<file path="src/rtl/swbus_pkg.sv">
package swbus_pkg;

  localparam int SLOT_W = 5;
  typedef logic [SLOT_W-1:0] slot_t;

  // Slot numbering after the calibration pulse ends
  localparam slot_t SLOT_ADDR_FIRST = 5'd1;
  localparam slot_t SLOT_ADDR_LAST  = 5'd8;
  localparam slot_t SLOT_DATA_FIRST = 5'd10;
  localparam slot_t SLOT_DATA_LAST  = 5'd17;
  localparam slot_t SLOT_ACK        = 5'd19;
  localparam slot_t SLOT_REST       = 5'd20;

  typedef enum logic [2:0] {
    ST_IDLE,
    ST_ATTN,
    ST_GAP,
    ST_CAL,
    ST_FRAME
  } state_e;

  typedef struct packed {
    logic calStart;
    logic calInc;
    logic calEnd;
    logic frameRun;
  } ctl_t;

endpackage

</file>
<file path="src/rtl/swbus_ctrl.sv">
module swbus_ctrl
  import swbus_pkg::*;
(
  input  logic   clk,
  input  logic   rstN,
  input  logic   lineS,
  input  logic   calShort,
  input  logic   frameDone,
  output ctl_t   ctl
);

  state_e state, stateNext;

  always_ff @(posedge clk or negedge rstN) begin
    if (!rstN) state <= ST_IDLE;
    else       state <= stateNext;
  end

  always_comb begin
    stateNext = state;
    ctl       = '0;
    unique case (state)
      ST_IDLE:  if (!lineS) stateNext = ST_ATTN;
      ST_ATTN:  if (lineS)  stateNext = ST_GAP;
      ST_GAP: begin
        if (!lineS) begin
          ctl.calStart = 1'b1;
          stateNext    = ST_CAL;
        end
      end
      ST_CAL: begin
        if (lineS) begin
          ctl.calEnd = 1'b1;
          stateNext  = calShort ? ST_IDLE : ST_FRAME;
        end else begin
          ctl.calInc = 1'b1;
        end
      end
      ST_FRAME: begin
        ctl.frameRun = 1'b1;
        if (frameDone) stateNext = ST_IDLE;
      end
      default: stateNext = ST_IDLE;
    endcase
  end

endmodule

</file>
<file path="src/rtl/swbus_dp.sv">
module swbus_dp
  import swbus_pkg::*;
#(
  parameter int CNT_W       = 16,
  parameter int MIN_CAL     = 8,
  parameter int SYNC_STAGES = 2,
  parameter int ADDR_W      = 7,
  parameter int DATA_W      = 8
) (
  input  logic              clk,
  input  logic              rstN,
  input  logic              lineIn,
  input  ctl_t              ctl,
  input  logic [ADDR_W-1:0] myAddr,
  input  logic [DATA_W-1:0] txByte,
  output logic              lineS,
  output logic              calShort,
  output logic              frameDone,
  output logic [ADDR_W-1:0] addrHi,
  output logic              rwBit,
  output logic              matchFlag,
  output logic              speakEn,
  output logic              driveLow,
  output logic [DATA_W-1:0] rxByte,
  output logic              wrValid
);

  localparam int PW = CNT_W - 2;
  localparam logic [CNT_W-1:0] CNT_MAX = {CNT_W{1'b1}};
  localparam logic [ADDR_W-1:0] ADDR_BCAST = '0;
  localparam logic [ADDR_W-1:0] ADDR_ALL   = {ADDR_W{1'b1}};

  // Input synchroniser chain
  logic [SYNC_STAGES-1:0] syncQ;
  generate
    for (genvar g = 0; g < SYNC_STAGES; g++) begin : g_sync
      if (g == 0) begin : g_first
        always_ff @(posedge clk or negedge rstN) begin
          if (!rstN) syncQ[g] <= 1'b1;
          else       syncQ[g] <= lineIn;
        end
      end else begin : g_next
        always_ff @(posedge clk or negedge rstN) begin
          if (!rstN) syncQ[g] <= 1'b1;
          else       syncQ[g] <= syncQ[g-1];
        end
      end
    end
  endgenerate
  assign lineS = syncQ[SYNC_STAGES-1];

  // Calibration pulse measurement
  logic [CNT_W-1:0] calCnt;
  always_ff @(posedge clk or negedge rstN) begin
    if (!rstN)                             calCnt <= '0;
    else if (ctl.calStart)                 calCnt <= CNT_W'(1);
    else if (ctl.calInc && calCnt != CNT_MAX) calCnt <= calCnt + 1'b1;
  end
  assign calShort = (calCnt < CNT_W'(MIN_CAL));

  // Slot timing
  logic [PW-1:0] period, half, phase;
  slot_t         slot;
  logic          slotEnd, midTick;

  assign slotEnd   = (phase == period - 1'b1);
  assign midTick   = ctl.frameRun && (phase == half);
  assign frameDone = slotEnd && (slot == SLOT_REST);

  always_ff @(posedge clk or negedge rstN) begin
    if (!rstN) begin
      period <= '0;
      half   <= '0;
      phase  <= '0;
      slot   <= '0;
    end else if (ctl.calEnd && !calShort) begin
      period <= calCnt[CNT_W-1:2];
      half   <= {1'b0, calCnt[CNT_W-1:3]};
      phase  <= '0;
      slot   <= '0;
    end else if (ctl.frameRun) begin
      if (slotEnd) begin
        phase <= '0;
        slot  <= slot + 1'b1;
      end else begin
        phase <= phase + 1'b1;
      end
    end
  end

  logic inAddr, inData;
  assign inAddr = (slot >= SLOT_ADDR_FIRST) && (slot <= SLOT_ADDR_LAST);
  assign inData = (slot >= SLOT_DATA_FIRST) && (slot <= SLOT_DATA_LAST);

  // Address / data shift registers
  logic [ADDR_W:0]   addrSh;
  logic [DATA_W-1:0] dataSh, txSh;
  logic              addrHit;

  assign addrHi  = addrSh[ADDR_W:1];
  assign rwBit   = addrSh[0];
  assign addrHit = (addrHi == myAddr) || (addrHi == ADDR_BCAST) || (addrHi == ADDR_ALL);

  always_ff @(posedge clk or negedge rstN) begin
    if (!rstN) begin
      addrSh    <= '0;
      dataSh    <= '0;
      txSh      <= '0;
      matchFlag <= 1'b0;
      speakEn   <= 1'b0;
    end else begin
      if (ctl.calEnd) begin
        matchFlag <= 1'b0;
        speakEn   <= 1'b0;
      end
      if (midTick && inAddr) addrSh <= {addrSh[ADDR_W-1:0], lineS};
      if (midTick && inData) dataSh <= {dataSh[DATA_W-2:0], lineS};
      if (ctl.frameRun && slotEnd && slot == SLOT_ADDR_LAST) begin
        matchFlag <= addrHit;
        speakEn   <= addrHit && (addrHi != ADDR_BCAST);
        txSh      <= txByte;
      end else if (ctl.frameRun && slotEnd && inData) begin
        txSh <= {txSh[DATA_W-2:0], 1'b1};
      end
    end
  end

  // Outputs
  logic driveNext;
  always_comb begin
    driveNext = 1'b0;
    if (ctl.frameRun && speakEn) begin
      if (inData && rwBit)    driveNext = ~txSh[DATA_W-1];
      if (slot == SLOT_ACK)   driveNext = 1'b1;
    end
  end

  always_ff @(posedge clk or negedge rstN) begin
    if (!rstN) begin
      driveLow <= 1'b0;
      rxByte   <= '0;
      wrValid  <= 1'b0;
    end else begin
      driveLow <= driveNext;
      wrValid  <= 1'b0;
      if (ctl.frameRun && slotEnd && slot == SLOT_DATA_LAST && matchFlag && !rwBit) begin
        rxByte  <= dataSh;
        wrValid <= 1'b1;
      end
    end
  end

endmodule

</file>
<file path="src/rtl/swbus_slave.sv">
module swbus_slave
  import swbus_pkg::*;
#(
  parameter int CNT_W   = 16,
  parameter int MIN_CAL = 8
) (
  input  logic       clk,
  input  logic       rstN,
  input  logic       lineIn,
  input  logic [6:0] myAddr,
  input  logic [7:0] txByte,
  output logic       driveLow,
  output logic [7:0] rxByte,
  output logic       wrValid
);

  ctl_t       ctl;
  logic       lineS, calShort, frameDone;
  logic [6:0] addrHi;
  logic       rwBit, matchFlag, speakEn;

  swbus_ctrl u_ctrl (
    .clk       (clk),
    .rstN      (rstN),
    .lineS     (lineS),
    .calShort  (calShort),
    .frameDone (frameDone),
    .ctl       (ctl)
  );

  swbus_dp #(
    .CNT_W       (CNT_W),
    .MIN_CAL     (MIN_CAL),
    .SYNC_STAGES (2),
    .ADDR_W      (7),
    .DATA_W      (8)
  ) u_dp (
    .clk       (clk),
    .rstN      (rstN),
    .lineIn    (lineIn),
    .ctl       (ctl),
    .myAddr    (myAddr),
    .txByte    (txByte),
    .lineS     (lineS),
    .calShort  (calShort),
    .frameDone (frameDone),
    .addrHi    (addrHi),
    .rwBit     (rwBit),
    .matchFlag (matchFlag),
    .speakEn   (speakEn),
    .driveLow  (driveLow),
    .rxByte    (rxByte),
    .wrValid   (wrValid)
  );

endmodule

</file>
<file path="config.mk">
export PLATFORM = sky130hd
export DESIGN_NAME = swbus_slave
export DESIGN_NICKNAME = d
export VERILOG_FILES = /design/src/rtl/swbus_pkg.sv /design/src/rtl/swbus_ctrl.sv /design/src/rtl/swbus_dp.sv /design/src/rtl/swbus_slave.sv
export SDC_FILE = /design/constraint.sdc
export NUM_CORES = 1
export LEC_CHECK = 0
export CAP_MARGIN = 40
export CORE_UTILIZATION = 54
export DETAILED_ROUTE_END_ITERATION = 8
export GPL_TIMING_DRIVEN = 0
export PLACE_DENSITY = 0.85
export SLEW_MARGIN = 20
export SYNTH_ARGS = -nofsm -noshare
export SYNTH_HDL_FRONTEND = slang
export SYNTH_SLANG_ARGS = --single-unit
</file>
<file path="constraint.sdc">
create_clock -name clk -period 2.9 [get_ports clk]
set_input_delay 0.29 -clock clk [delete_from_list [all_inputs] [get_ports clk]]
set_output_delay 0.29 -clock clk [all_outputs]
set_load 0.02 [all_outputs]
</file>
Word level (Yosys, flattened, before mapping)
Cells that the tools add are included.
- add/sub/neg operators: 4
- magnitude comparators: 5
- equality and inequality tests: 18
- mux-type cells: 29
- bitwise gates (word level): 1
- reductions and logical operators: 31
- operators with widths (kind ; number):
    $mux 14 ; 3
    $mux 16 ; 2
    $mux 3 ; 6
    $logic_and 1x1->1 ; 17
    $add 16x1->16 const B ; 1
    $lt 16x4->1 const B ; 1
    $mux 8 ; 2
    $ne 16x16->1 const B ; 1
    $eq 5x5->1 const B ; 3
    $mux 5 ; 3
    $pmux 3 s5 ; 1
    $add 14x1->14 const B ; 1
    $eq 14x13->1 ; 1
    $eq 14x14->1 ; 1
    $sub 14x1->14 const B ; 1
    $mux 1 ; 11
    $reduce_bool 2->1 ; 5
    $eq 7x7->1 ; 1
    $eq 7x7->1 const B ; 1
    $logic_not 7->1 ; 1
    $reduce_bool 7->1 ; 1
    $eq 3x2->1 const B ; 2
    $ne 2x2->1 const B ; 3
    $add 5x1->5 const B ; 1
    15 further kinds ; 18
- flip-flop bits (word level): 103
- input port bits: 18
- output and inout bits: 10
- logic and storage cells: 104

Longest topological paths before layout
- depth in word-level cells: 7
- mapped depth: 11
- gate-level depth less buffers: 9

Cells and area by module
Synthesis repeated with hierarchy kept, for this count alone.
- cell total of the unflattened synthesis: 517
- area total of the unflattened synthesis: 5143.7 sq um
- modules (own cells, without submodules) (module ; times used ; cells an instance ; area each (sq um) ; seq. area each (sq um)):
    swbus_dp ; 1 ; 502 ; 4987.3 ; 2179.6
    swbus_ctrl ; 1 ; 15 ; 156.4 ; 75.1

Worst setup path after synthesis
No wires, ideal clock.
- kind: register to register
- from: register u_dp.period[1]
- to: register u_dp.rxByte[0]
- setup time: 0.125 ns
- arrival time: 2.679 ns
- required time: 2.775 ns
- path slack: 0.096 ns
- stages on the path, launching flop included: 12
- buffers on the path: 2
- period minus slack after synthesis: 2.804 ns
- cell sequence: dfrtp_1 -> inv_1 -> ha_1 -> or4b_1 -> clkbuf_1 -> nor2_1 -> nand4_1 -> a21oi_1 -> nand4_2 -> or3_1 -> buf_6 -> mux2_4
- word-level cells in the longest chain between the ends: 6
- ends and longest elaborated chain (element ; RTL line ; RTL):
    from (decl) ; swbus_dp.sv:62 ; logic [PW-1:0] period, half, phase;
    from (signal assigned) ; swbus_dp.sv:77 ; period <= calCnt[CNT_W-1:2];
    $sub 14x1->14 ; swbus_dp.sv:66 ; assign slotEnd = (phase == period - 1'b1);
    $eq 14x14->1 ; swbus_dp.sv:66 ;
    $logic_and 1x1->1 (4 in a row) ; swbus_dp.sv:146 ; if (ctl.frameRun && slotEnd && slot == SLOT_DATA_LAST && matchFlag && !rwBit) begin
    to (signal assigned) ; swbus_dp.sv:147 ; rxByte <= dataSh;
    to (decl) ; swbus_dp.sv:24 ; output logic [DATA_W-1:0] rxByte,
Every way passes these cells.
A chain may end at the register's enable or synchronous reset.

Final worst setup path
- from: register u_dp.period[2]
- to: register u_dp.rxByte[5]
The elaborated chain is that of the path after synthesis.

==> results <==
[state kept, by name (all words and copies together), names as in the netlist]
signal / count
u_ctrl.state: 3
u_dp.addrSh: 8
u_dp.calCnt: 16
u_dp.dataSh: 8
u_dp.driveLow: 1
u_dp.lineS: 1
u_dp.matchFlag: 1
u_dp.period: 14
u_dp.phase: 14
u_dp.rxByte: 8
u_dp.slot: 5
u_dp.speakEn: 1
u_dp.syncQ: 1
u_dp.txSh: 8
u_dp.wrValid: 1
[through the flow]
step	hold WS [ns]	util, %	area [um2]
global placement	0.347	60.5	5310
CTS	0.324	64.3	5640
finish	0.329	65.0	5700
detailed placement	0.301	60.9	5340
floorplan	-0.00559	-	4900
global route	0.325	65.0	5700
[cells by family after synthesis]
kind of cell / count (synthesis)
mux: 28
xor+xnor: 53
flops: 90
fa+ha+maj: 7
compound gates: 74
simple gates: 208
buf+inv: 39
[worst min path at each step]
stage | depth (start not counted) | slack [ns] | start | endpoint
CTS | 1 | 0.32 | lineIn | u_dp.syncQ[0]
global route | 1 | 0.32 | lineIn | u_dp.syncQ[0]
global placement | 0 | 0.35 | u_dp.syncQ[0] | u_dp.lineS
floorplan | 0 | -0.006 | rstN | u_ctrl.state[0]
finish | 1 | 0.33 | lineIn | u_dp.syncQ[0]
detailed placement | 1 | 0.30 | rstN | u_dp.rxByte[5]
[cell type report]
class	count	area (um2)
Fill cell	675	3060
Inverter	11	41.3
Timing Repair Buffer	44	409
Clock inverter	6	71.3
Buffer	25	113
Multi-Input combinational cell	370	2550
Clock buffer	10	128
Sequential cell	90	2260
Tap cell	108	135
[critical path: cells and delay by family (launching register included)]
kind	cells	cell delay (ns)
xor+xnor	1	0.14
simple gates	4	1.42
compound gates	1	0.24
mux	1	0.30
flops	1	0.38
buf+inv	2	0.30
[power groups by stage]
stage | registers (uW) | logic, uW | clock network [uW]
final | 1340 | 211 | 880
after global routing | 1340 | 239 | 942
after CTS | 1340 | 208 | 886
after detailed placement | 1360 | 201 | 0
after global placement | 1360 | 186 | 0
after floorplan | 1350 | 118 | 0
[routing by layer]
layer | vias to the layer above | wire length [um] | global-route usage [%]
met5 | - | 0 | 0
met2 | 147 | 5770 | 42.4
li1 | 1891 | - | -
met3 | 33 | 508 | 3.81
met1 | 2024 | 4830 | 33.3
met4 | 0 | 283 | 8.94
[cell usage in the layout (no fill, tap or decap), types with 4 or more instances in the layout]
master / netlist / routed
clkdlybuf4s50_1: 0 / 26
xor2_1: 28 / 28
a21oi_1: 8 / 7
inv_1: 11 / 11
buf_4: 0 / 13
mux2_4: 8 / 8
nand2_1: 69 / 68
buf_2: 2 / 4
and3_1: 8 / 8
nand3_1: 20 / 20
o22ai_1: 8 / 8
and4_1: 4 / 4
ha_1: 7 / 6
dfrtp_1: 88 / 87
o21ai_0: 22 / 21
a31oi_1: 6 / 6
xnor2_1: 25 / 25
nor3_1: 9 / 8
nor2_1: 34 / 33
clkbuf_8: 0 / 9
mux2_2: 17 / 17
clkbuf_1: 23 / 20
or3_1: 8 / 6
or4_1: 6 / 6
a2bb2oi_1: 8 / 8
nand4_1: 13 / 13
nor4_1: 10 / 9
[timing repair]
action                                  in CTS  in global routing
pin swaps                                    4                  3
endpoints found under the setup margin      24                 37
gates cloned                                 0                  0
hold endpoints to repair                    37                  0
hold buffers                                 1                  0
resized for setup                            7                 11
setup buffers                                8                  4
==> flow_summary_export.csv <==
group,metric,value,unit
finish,final-instance-count-excl-fill,664,
setup_path,worst_r2r_endpoint,"u_dp.rxByte[5]",
timing,fmax,0.347,GHz
placed_design,dp_worst_setup_slack,-0.273,ns
finish,diodes,0,
setup_path,worst_path_max_delay_cell,"or4_4",
synthesis,syn-num-nets,524,
placed_design,place_hpwl,7750,um
route,drtAntennaViolNets,0,
synthesis,syn_avg_cell_area,9.82,um2
timing,finalHoldViolCount,0,
setup_path,path_cells,"buf_6 > or4_4 > nor4_4 > xnor2_1 > a211oi_2 > nand4_2 > or3_4 > buf_6 > mux2_4",
global_route,grt_antenna_before_repair,0,
route,routed_via_density,6.17,
power_and_ir_drop,switchingPower,634,uW
timing,post-route-period-util,99.3,%
synthesis,ys_warn_count,0,
global_route,grt_overflow,0,
clock_tree,clockRootBuffer,"clkbuf_8",
setup_path,worstPathRequired,3.16,ns
setup_path,crit_path_end_kind,"flop",
synthesis,synth_compound_area_share,10.2,%
synthesis,synth_commonest_cells,"dfrtp_1, nand2_1, nor2_1",
power_and_ir_drop,ir_worst_vdd,0.466,mV
timing,worstMarginPinSlew,0.692,ns
power_and_ir_drop,switching_share,26.1,%
power_and_ir_drop,p_int,1790,uW
job,cap_violations,0,
setup_path,r2r_slack,0.02,ns
synthesis,seq_area_frac_synth,46.0,%
synthesis,synth_area,4900,um2
clock_tree,clockBufferDepth,2,
synthesis,synth_area_leaders,"dfrtp_1, nand2_1, xor2_1, xnor2_1, mux2_2",
clock_tree,clk_latency,0.37,ns
clock_tree,cts_tree,"done",
synthesis,synthMuxAreaShare,6.97,%
synthesis,synth_flop_cell,"dfrtp_1",
global_route,grt_start_max_net_pins,52,
route,drt-initial-drc-count,249,
setup_path,crit_type,"reg2reg",
finish,layout-drive-gt1-share,15.3,%
placed_design,io_buffers,27,
floorplan,fp.dieH,97.3,um
synthesis,netlist-cell-type-count,61,
timing,post-route-min-period,2.88,ns
clock_tree,cts.clk_slew.worst_paths,0.09,ns
finish,area_delta_synth_final,16.3,%
power_and_ir_drop,power.density,426,nW/um2
global_route,grt_pass1_wl,19100,um
route,drt_pass1_iterations,5,
clock_tree,numCtsBuffers,9,
worst_hold_path,hold_path.class,"in2reg",
global_route,grtUsageTotal,25.2,%
status,status,"finished clean",
synthesis,synth_top_family_by_area,"simple AND/OR/NAND/NOR gates",
synthesis,synth_area_leader_cell,"dfrtp_1",
setup_path,critPathCapture,"u_dp.rxByte[5]",
global_route,grt_pass1_vias,3944,
setup_path,crit_fanout,10,
timing,slew_headroom,53.2,%
setup_path,start_kind,"flop",
synthesis,synthCells,499,
route,drc,0,
finish,final_net_count,576,
synthesis,async_reset_ff_share,100,%
floorplan,initial_utilization,55.9,%
power_and_ir_drop,p_clk_share,36.2,%
route,post_drt_wl_per_cell,17.2,um
setup_path,crit_top_cell,"buf_6",
timing,fin_ws,0.0207,ns
power_and_ir_drop,combPwrFrac,8.7,%
floorplan,die_area,9460,um2
timing,setup_violations,0,
setup_path,worstRegToRegCells,9,
route,vias,4095,
clock_tree,cts_sinks,90,
setup_path,crit_arrival,3.14,ns
floorplan,core,8760,um2
timing,slew_violations,0,
setup_path,rr_startpoint,"u_dp.period[2]",
power_and_ir_drop,p_seq_share,55.1,%
placed_design,dp.cells,637,
synthesis,synth_simple_gate_area_share,22.2,%
setup_path,critPathMaxStageDelay,0.51,ns
timing,setup_tns,0,ns
synthesis,synth_edf_count,0,
power_and_ir_drop,total_power,2430,uW
clock_tree,h-tree-depth,3,
power_and_ir_drop,p_leak,0.00264,uW
synthesis,synth.most_common_cell,"dfrtp_1",
synthesis,yosys.area_share.adder,1.79,%
placed_design,gp_congestion,0.865,
route,drt_wl_total,11400,um
floorplan,dieWidth,97.3,um
floorplan,io_pins,28,
synthesis,netlist.area_leader.share,44.9,%
timing,finClkSkew,0.0166,ns
synthesis,ys_seq_elements,90,
synthesis,synth_xor_area_share,9.47,%
floorplan,rows,34,
setup_path,critPathLaunch,"u_dp.period[2]",
(Power assumes the default switching activity.)
